File: src/rtl/ucpu_pkg.sv
package ucpu_pkg;

  localparam int WORD_W  = 16;
  localparam int OP_W    = 8;
  localparam int RIDX_W  = 4;
  localparam int NUM_REG = 1 << RIDX_W;
  localparam int UPC_W   = 3;

  // instruction layout: [15:8] opcode, [7:4] destination, [3:0] source
  localparam int OP_LSB  = 8;
  localparam int RY_LSB  = 4;
  localparam int RX_LSB  = 0;

  localparam logic [OP_W-1:0] OP_MOV = 8'h01;
  localparam logic [OP_W-1:0] OP_ADD = 8'h02;
  localparam logic [OP_W-1:0] OP_AND = 8'h03;

  typedef enum logic [1:0] {
    ALU_PASS = 2'd0,
    ALU_SUM  = 2'd1,
    ALU_MASK = 2'd2,
    ALU_ZERO = 2'd3
  } alu_fn_e;

  typedef enum logic [UPC_W-1:0] {
    US_FETCH  = 3'd0,
    US_DECODE = 3'd1,
    US_MOV    = 3'd2,
    US_ADD    = 3'd3,
    US_AND    = 3'd4,
    US_HALT   = 3'd5
  } ustep_e;

  typedef struct packed {
    logic    wr_y;      // write ALU result into Ry
    alu_fn_e alu_fn;    // ALU operation
    logic    fetch;     // read memory at PC, PC += step
    logic    ld_ir;     // latch register fields of the returned word
    logic    dispatch;  // next address comes from the opcode map
    ustep_e  next;      // next address when not dispatching
  } uword_t;

  function automatic logic [WORD_W-1:0] alu_calc(alu_fn_e fn,
                                                 logic [WORD_W-1:0] a,
                                                 logic [WORD_W-1:0] b);
    case (fn)
      ALU_PASS: return b;
      ALU_SUM:  return a + b;
      ALU_MASK: return a & b;
      default:  return '0;
    endcase
  endfunction

  function automatic ustep_e op_map(logic [OP_W-1:0] op);
    case (op)
      OP_MOV:  return US_MOV;
      OP_ADD:  return US_ADD;
      OP_AND:  return US_AND;
      default: return US_HALT;
    endcase
  endfunction

  function automatic uword_t exec_word(alu_fn_e fn);
    uword_t w;
    w.wr_y     = 1'b1;
    w.alu_fn   = fn;
    w.fetch    = 1'b1;
    w.ld_ir    = 1'b0;
    w.dispatch = 1'b0;
    w.next     = US_DECODE;
    return w;
  endfunction

  // control memory contents, one word per microprogram address
  function automatic uword_t urom(ustep_e a);
    uword_t w;
    w.wr_y     = 1'b0;
    w.alu_fn   = ALU_ZERO;
    w.fetch    = 1'b0;
    w.ld_ir    = 1'b0;
    w.dispatch = 1'b0;
    w.next     = US_HALT;
    case (a)
      US_FETCH: begin
        w.fetch = 1'b1;
        w.next  = US_DECODE;
      end
      US_DECODE: begin
        w.ld_ir    = 1'b1;
        w.dispatch = 1'b1;
      end
      US_MOV:  w = exec_word(ALU_PASS);
      US_ADD:  w = exec_word(ALU_SUM);
      US_AND:  w = exec_word(ALU_MASK);
      default: w.next = US_HALT;
    endcase
    return w;
  endfunction

endpackage

File: src/rtl/ucpu_ctrl_rom.sv
module ucpu_ctrl_rom
  import ucpu_pkg::*;
#(
  parameter int AW = UPC_W
) (
  input  ustep_e addr,
  output uword_t uw
);
  localparam int DEPTH = 1 << AW;

  uword_t table_q [DEPTH];

  for (genvar i = 0; i < DEPTH; i++) begin : g_word
    assign table_q[i] = urom(ustep_e'(i));
  end

  assign uw = table_q[addr];
endmodule

File: src/rtl/ucpu_seq.sv
module ucpu_seq
  import ucpu_pkg::*;
(
  input  logic            clk,
  input  logic            rst_n,
  input  uword_t          uw,
  input  logic [OP_W-1:0] opcode,
  output ustep_e          upc
);
  ustep_e upc_q;
  ustep_e upc_nxt;

  always_comb begin
    if (uw.dispatch) upc_nxt = op_map(opcode);
    else             upc_nxt = uw.next;
  end

  always_ff @(posedge clk or negedge rst_n) begin
    if (!rst_n) upc_q <= US_FETCH;
    else        upc_q <= upc_nxt;
  end

  assign upc = upc_q;
endmodule

File: src/rtl/ucpu_regfile.sv
module ucpu_regfile #(
  parameter int          W      = 16,
  parameter int          N      = 16,
  parameter logic [15:0] BASE   = 16'h0005,
  parameter logic [15:0] STRIDE = 16'h0123,
  localparam int         AW     = $clog2(N)
) (
  input  logic          clk,
  input  logic          rst_n,
  input  logic          we,
  input  logic [AW-1:0] waddr,
  input  logic [W-1:0]  wdata,
  input  logic [AW-1:0] raddr_y,
  input  logic [AW-1:0] raddr_x,
  output logic [W-1:0]  rdata_y,
  output logic [W-1:0]  rdata_x,
  input  logic [AW-1:0] dbg_sel,
  output logic [W-1:0]  dbg_data
);
  logic [W-1:0] regs_q [N];

  for (genvar k = 0; k < N; k++) begin : g_reg
    localparam logic [W-1:0] SEED = W'(BASE + k * STRIDE);
    always_ff @(posedge clk or negedge rst_n) begin
      if (!rst_n)                              regs_q[k] <= SEED;
      else if (we && (waddr == AW'(k)))        regs_q[k] <= wdata;
    end
  end

  assign rdata_y  = regs_q[raddr_y];
  assign rdata_x  = regs_q[raddr_x];
  assign dbg_data = regs_q[dbg_sel];
endmodule

File: src/rtl/ucpu_alu.sv
module ucpu_alu
  import ucpu_pkg::*;
(
  input  alu_fn_e           fn,
  input  logic [WORD_W-1:0] a,
  input  logic [WORD_W-1:0] b,
  output logic [WORD_W-1:0] y
);
  assign y = alu_calc(fn, a, b);
endmodule

File: src/rtl/ucpu_top.sv
module ucpu_top
  import ucpu_pkg::*;
#(
  parameter logic [15:0] INIT_BASE   = 16'h0005,
  parameter logic [15:0] INIT_STRIDE = 16'h0123,
  parameter logic [15:0] PC_STEP     = 16'd2
) (
  input  logic        clk,
  input  logic        rst_n,
  output logic [15:0] imem_addr,
  output logic        imem_rd,
  input  logic [15:0] imem_rdata,
  input  logic [3:0]  dbg_sel,
  output logic [15:0] dbg_data,
  output logic        halted
);
  localparam int FLD_W = 2 * RIDX_W;

  ustep_e              upc;
  uword_t              uw;
  logic [WORD_W-1:0]   pc_q;
  logic [FLD_W-1:0]    ir_q;
  logic [RIDX_W-1:0]   ry, rx;
  logic [WORD_W-1:0]   opnd_y, opnd_x, alu_y;

  // named control events, observed by the checker
  logic fetch_go;
  logic rf_we;
  logic ir_load;

  assign fetch_go = uw.fetch;
  assign rf_we    = uw.wr_y;
  assign ir_load  = uw.ld_ir;

  ucpu_ctrl_rom #(.AW(UPC_W)) u_rom (
    .addr (upc),
    .uw   (uw)
  );

  ucpu_seq u_seq (
    .clk    (clk),
    .rst_n  (rst_n),
    .uw     (uw),
    .opcode (imem_rdata[OP_LSB +: OP_W]),
    .upc    (upc)
  );

  always_ff @(posedge clk or negedge rst_n) begin
    if (!rst_n)        pc_q <= '0;
    else if (fetch_go) pc_q <= pc_q + PC_STEP;
  end

  always_ff @(posedge clk or negedge rst_n) begin
    if (!rst_n)       ir_q <= '0;
    else if (ir_load) ir_q <= imem_rdata[FLD_W-1:0];
  end

  assign ry = ir_q[RY_LSB +: RIDX_W];
  assign rx = ir_q[RX_LSB +: RIDX_W];

  ucpu_regfile #(
    .W      (WORD_W),
    .N      (NUM_REG),
    .BASE   (INIT_BASE),
    .STRIDE (INIT_STRIDE)
  ) u_rf (
    .clk      (clk),
    .rst_n    (rst_n),
    .we       (rf_we),
    .waddr    (ry),
    .wdata    (alu_y),
    .raddr_y  (ry),
    .raddr_x  (rx),
    .rdata_y  (opnd_y),
    .rdata_x  (opnd_x),
    .dbg_sel  (dbg_sel),
    .dbg_data (dbg_data)
  );

  ucpu_alu u_alu (
    .fn (uw.alu_fn),
    .a  (opnd_y),
    .b  (opnd_x),
    .y  (alu_y)
  );

  assign imem_addr = pc_q;
  assign imem_rd   = fetch_go;
  assign halted    = (upc == US_HALT);
endmodule

File: config.mk
export PLATFORM = sky130hd
export DESIGN_NAME = ucpu_top
export DESIGN_NICKNAME = d
export VERILOG_FILES = /design/src/rtl/ucpu_pkg.sv /design/src/rtl/ucpu_ctrl_rom.sv /design/src/rtl/ucpu_seq.sv /design/src/rtl/ucpu_regfile.sv /design/src/rtl/ucpu_alu.sv /design/src/rtl/ucpu_top.sv
export SDC_FILE = /design/constraint.sdc
export NUM_CORES = 1
export LEC_CHECK = 0
export ABC_AREA = 0
export BUFFER_PORTS_ARGS = -buffer_cell sky130_fd_sc_hd__clkbuf_2
export CORE_ASPECT_RATIO = 1.25
export CORE_MARGIN = 2
export CORE_UTILIZATION = 39
export CTS_CLUSTER_SIZE = 12
export DETAILED_ROUTE_END_ITERATION = 10
export PLACE_DENSITY_LB_ADDON = 0.1
export SLEW_MARGIN = 10
export SYNTH_ARGS = -nofsm -noshare
export SYNTH_HDL_FRONTEND = slang
export SYNTH_SLANG_ARGS = --single-unit
export TNS_END_PERCENT = 30
File: constraint.sdc
create_clock -name clk -period 10.1 [get_ports clk]
set_input_delay 1.01 -clock clk [delete_from_list [all_inputs] [get_ports clk]]
set_output_delay 1.01 -clock clk [all_outputs]
set_load 0.1 [all_outputs]
[Word-level counts from Yosys, hierarchy flattened]
Memory sizes are Yosys's and may differ from the RTL's.
Index checks and enable logic that the tools add are counted.
Operators by class
  equality and inequality tests: 21
  reductions and logical operators: 18
  divide/modulo/power cells: 0
  multipliers: 0
  bitwise operators: 5
  magnitude comparators: 4
  shift operators: 0
  multiplexer cells: 14
  add/sub/neg operators: 2
Operators with widths (number)
  binary-select mux 16 bit (select 4 bit): 3
  two-way mux 16 bit: 6
  case mux 16 bit (3 select lines): 1
  equality test 4 bit (second input constant): 8
  two-way mux 9 bit: 2
  adder 16 bit: 1
  adder 16 x 2 -> 16 bit (second input constant): 1
  AND 16 bit: 1
  equality test 4 x 3 -> 1 bit (second input constant): 4
  equality test 8 x 2 -> 1 bit (second input constant): 2
  logical AND 1 bit: 16
  >= comparator 5 bit (second input constant): 3
  NOT 4 -> 5 bit: 3
  case mux 3 bit (3 select lines): 1
  equality test 4 x 2 -> 1 bit (second input constant): 2
  equality test 8 x 1 -> 1 bit (second input constant): 1
  equality test 4 x 1 -> 1 bit (second input constant): 1
  >= comparator 4 bit (second input constant): 1
  zero test 4 bit: 1
  NOT 3 -> 4 bit: 1
  equality test 3 bit (second input constant): 1
  two-way mux 3 bit: 1
  equality test 2 x 1 -> 1 bit (second input constant): 1
  equality test 2 bit (second input constant): 1
  zero test 2 bit: 1
Storage, ports and cells
  input bits: 22
  bits in latches: 0
  bits in writable memories: 0
  memories: 1
  flip-flop bits (word level): 283
  word-level logic and storage cells: 84
  memory bits (read-only): 72
  output and inout bits: 34
Memory list
  (no name shown): depth 8, bits a word 9, rd ports 1, clocked after memory_dff 0, write ports 0, RTL line ucpu_ctrl_rom.sv:17  | assign uw = table_q[addr];

[Depth between registers and ports, before layout]
  depth in word-level cells: 6
  depth in mapped cells: 16
  gate-level depth less buffers: 12

[Cells and area by module]
Synthesis repeated with hierarchy kept, for this count alone.
Unflattened totals
  cell total of the unflattened synthesis: 1223
  area, all modules: 17628.2 µm²
Modules (own cells, without submodules)
  ucpu_regfile: seq. area each 6523.8 µm², cells each 985, area each 15323.4 µm², times used 1
  ucpu_alu: seq. area each 0.0 µm², cells each 136, area each 1076.0 µm², times used 1
  ucpu_top: seq. area each 575.6 µm², cells each 76, area each 998.5 µm², times used 1
  ucpu_seq: seq. area each 75.1 µm², cells each 12, area each 150.1 µm², times used 1
  ucpu_ctrl_rom: seq. area each 0.0 µm², cells each 14, area each 80.1 µm², times used 1

[Worst setup path before layout]
OpenSTA, ideal clock, no wires.
  path kind: reg-to-reg
  start: reg ir_q[4]
  end: reg u_rf.regs_q[140] (netlist name)
  setup time: 132 ps
  period minus slack after synthesis: 4424 ps
  arrival time: 4291 ps
  slack: 5676 ps
  path buffers: 3
  required time: 9968 ps
  stages on the path, launching flop included: 14
  path through: dfrtp_1 > clkbuf_1 > buf_1 > mux4_2 > mux4_2 > ha_1 > fa_1 > a21o_1 > a21o_1 > a211oi_1 > nor4_1 > nor3_1 > buf_2 > o21ai_0
On the way
  word-level cells in the longest chain between the ends: 6
  elaborated cells between the ends (all ways): 9
  those cells by class: 1 x add/sub; 1 x eq/ne; 4 x mux; 2 x bitwise; 1 x reduce/logical
RTL lines
  start, declared: RTL line ucpu_top.sv:22  | logic [FLD_W-1:0] ir_q;
  start signal, assigned: RTL line ucpu_top.sv:55  | else if (ir_load) ir_q <= imem_rdata[FLD_W-1:0];
  NOT 4 -> 5 bit (implied by the code): RTL line ucpu_regfile.sv:30  | assign rdata_y = regs_q[raddr_y];
  binary-select mux 16 bit (select 4 bit): RTL line ucpu_regfile.sv:30
  two-way mux 16 bit (implied by the code) (2 in series): RTL line ucpu_regfile.sv:30
  adder 16 bit / AND 16 bit (equally long branches): RTL line ucpu_pkg.sv:48, ucpu_pkg.sv:49
  case mux 16 bit (3 select lines): RTL line ucpu_pkg.sv:46  | case (fn)
  end signal, assigned by index: RTL line ucpu_regfile.sv:26  | else if (we && (waddr == AW'(k))) regs_q[k] <= wdata;
  end, declared: RTL line ucpu_regfile.sv:20  | logic [W-1:0] regs_q [N];
Several ways; a longest one is shown, not always the timed one. The select of a mux whose other input is x is not followed.
A chain may end at the register's enable or synchronous reset.

[Final worst setup path]
  start: reg ir_q[4]
  end: reg u_rf.regs_q[238] (netlist name)
The elaborated chain is that of the path after synthesis.

==> impl_results.md <==
- Slowest stage cell, crit path: buf_4
- CTS Buffer Depth: 3
- Most frequent cells in the layout: mux4_2 (218), nand2_1 (190), dfrtp_1 (182)
- Seq cells post-synth: 282
- Compound-cell area share of the yosys netlist: 0.109
- Die footprint: 46500 sq um
- Largest net degree at the start of global routing: 149
- Power share of the clock group: 0.516
- Clock transition at path regs: 0.06 ns
- Register area share after synthesis: 0.411
- Area contributors post-synth: mux4_2 (28%), dfrtp_1 (27%), dfstp_2 (14%)
- Worst Hold Class: in2async
- Post-route ant nets: 0
- Mapped Nets: 1506
- Pins Over Slew Limit: 0
- Status: completed
- Cell family with most CP delay: multiplexers
- Post-Syn Area: 17400 sq um
- Starting Density: 0.395
- CP Cell Sequence: buf_4, mux4_2, mux4_2, fa_1, a21o_1, a221oi_1, nand4b_1, a211oi_1, nor3_4, o21ai_0
- Final hold violation count: 0
- P&R area growth vs syn: 11.1%
- Row cnt: 86
- Die Span X: 193 microns
- Via count of the first global-routing pass: 12956
- Routed vias: 12523
- Warnings from Yosys: 0
- Mux cell area share after synthesis: 0.324
- Critical Path Max Stage Delay: 0.80 ns
- Worst-Margin Slew: 1.21 ns
- First-pass GRT wire length: 85.1 mm
- Main combinational cell family by area after synthesis: multiplexers
- CTS tree: yes
- GRT Total Usage: 0.251
- Die Y: 240 microns
- Main synth FF type: dfrtp_1
- CTS H-tree depth: 2
- Setup tns final: 0 ns
- Fin crit share: 0.548
- CP required: 10.48 ns
- Crit path capture type: flip-flop
- Grt ovf: 0
- Aggregate routed wire length: 55.8 mm
- Post-DR wirelength/cell: 27.0 microns
- Tmin final: 5.53 ns
- Drt drc: 0
- Clock insertion delay at the later pin of the skew report: 0.56 ns
- Total core area: 44100 sq um
- Post-place instance area: 18200 sq um
- Fin nets: 1512
- Relative slew slack: 0.196
- Clock Skew: 0.0274 ns
- Crit path DAT: 5.91 ns
- Mapped Cells: 1466
- Worst Path Buf+Inv: 1
- FFs w/ async S/R, synth: 1.00
- Worst-case reg-to-reg path depth: 10
- DP Wirelength: 35.9 mm
- TritonCTS Sinks: 282
- Kind of critical path: reg2reg
- Sw Pwr: 0.000559 W
- TritonCTS Buffers: 35
- EDFF count, synth: 0
- Setup violations, final: 0
- Critical path launch point type: flip-flop
- Design Area, Final: 19400 sq um
- Most common cell after layout, fill and taps aside: mux4_2
- P per Cell Area: 128 nW/um^2
- Share of cells above drive strength 1: 0.336
- P_int: 0.00193 W
- Post-Synth Simple-Gate Area: 0.0976
- Synth area leader: mux4_2
- Reg-to-reg endpoint: u_rf.regs_q[238]$_DFFE_PN0P_
- Root buffer cell: clkbuf_16
- PostCTS Resize Cnt: 0
- Crit path max fanout: 49
- Initial antenna violation count: 0
- RSZ-0062 raised after global routing: false
- Adder-cell area share of the yosys netlist: 0.0133
- Xor/xnor share of the synthesized area: 0.0115
- Pre-antenna DRT Iters: 5
- Switching share of total power: 0.225
- Peak VDD IR: 117 uV
- Avg Vias per Cell: 6.05
- Placer Congestion: 0.833
- Drt initial violations: 959
- IO buf count: 54
- R2r startpoint: ir_q[4]$_DFFE_PN0P_
- Synth unique cells: 58
- Cts hold-fix bufs: 0
- Fmax: 181 MHz
- Critical Path Most Common Cell: mux4_2
- Fillcell total: 4171
- Post-CTS Setup Bufs: 0
- Crit path from: ir_q[4]$_DFFE_PN0P_
- Max-cap violations: 0
- Share of the synthesized area in the top cell type: 0.281
- Avg Inst Size Synth: 11.9 sq um
- Leakage Power: 7.33 nW
- Comb pwr share: 0.028
- ANT cells: 0
- Sequential share of power: 0.456
- Io pins: 56
- R2r setup slk: 4.57 ns
==> through the flow <==
| step | power, W | hold slack, ns | worst slack, ns | util | instances |
|---|---|---|---|---|---|
| finish | 0.00249 | 0.388 | 4.57 | 0.439 | 2071 |
| global route | 0.00257 | 0.425 | 4.23 | 0.439 | 2071 |
| CTS | 0.00252 | 0.414 | 4.47 | 0.439 | 2071 |
| detailed placement | 0.00122 | 0.475 | 4.51 | 0.413 | 2007 |
| global placement | 0.00122 | 0.460 | 4.54 | 0.413 | 2007 |
| floorplan | 0.00118 | 0.452 | 5.68 | - | 1466 |
==> worst max path at each step <==
stage / end / slack [ns] / cells past startpoint
floorplan: u_rf.regs_q[140]$_DFFE_PN0P_ / 5.68 / 13
global placement: u_rf.regs_q[254]$_DFFE_PN0P_ / 4.54 / 10
detailed placement: u_rf.regs_q[238]$_DFFE_PN0P_ / 4.51 / 10
CTS: u_rf.regs_q[238]$_DFFE_PN0P_ / 4.47 / 10
global route: u_rf.regs_q[254]$_DFFE_PN0P_ / 4.23 / 10
finish: u_rf.regs_q[238]$_DFFE_PN0P_ / 4.57 / 10
==> cell usage after synthesis, types with 5 or more instances <==
cell / instances
a21oi_2: 6
nor2_1: 133
nor2b_1: 7
xor2_1: 11
and3_1: 8
dfrtp_1: 188
a22oi_1: 6
buf_2: 31
mux4_2: 218
a211oi_1: 5
nor3b_1: 5
a31oi_1: 18
o22ai_1: 6
mux2i_1: 46
a21o_1: 8
clkbuf_1: 65
nand2_1: 190
mux4_1: 5
buf_6: 6
buf_4: 7
nand3_1: 16
o21ai_0: 149
dfstp_2: 94
a21oi_1: 105
mux2_2: 13
xnor2_1: 12
buf_1: 13
ha_1: 17
nand2b_1: 6
o21ai_2: 5
nor3_1: 11
==> routing by layer <==
layer / vias to the layer above / routed length (microns) / global-route usage
met3: 107 / 2320 / 0.0346
met2: 361 / 27900 / 0.426
li1: 5579 / - / -
met4: 0 / 2300 / 0.0983
met5: - / 0 / 0
met1: 6476 / 23300 / 0.326
==> power by group through the flow <==
stage	clock [W]	sequential, W	combinational [W]
global placement	0	0.00115	0.0000722
CTS	0.00132	0.00113	0.0000728
global route	0.00136	0.00113	0.0000772
floorplan	0	0.00115	0.0000328
finish	0.00128	0.00113	0.0000695
detailed placement	0	0.00115	0.0000727
==> sequential cells by signal, indices dropped and copies added (netlist names), named ones only <==
| signal | cells |
|---|---|
| u_seq.upc | 2 |
| u_rf.regs_q | 256 |
| imem_addr | 15 |
| ir_q | 8 |
==> layout make-up <==
cell class	count	area, sq um	area share
multi-input cells	1058	9720	0.502
flip-flops and latches	282	7190	0.371
clock buffers	53	1010	0.0524
well taps	572	716	0.0369
repair buffers	91	576	0.0297
clock inverters	11	151	0.00781
inverters	4	15.0	0.000775
==> logic make-up (layout without fill, tap and decap cells) <==
kind of cell	after synthesis	after routing
buffers and inverters	126	159
other	1	1
XOR/XNOR	23	23
flip-flops	282	282
AND/OR/NAND/NOR	400	400
adder cells (fa/ha/maj)	18	18
multiplexers	282	282
AO/OA/AOI/OAI	334	334
No activity file was read; power rests on OpenSTA's default activity.
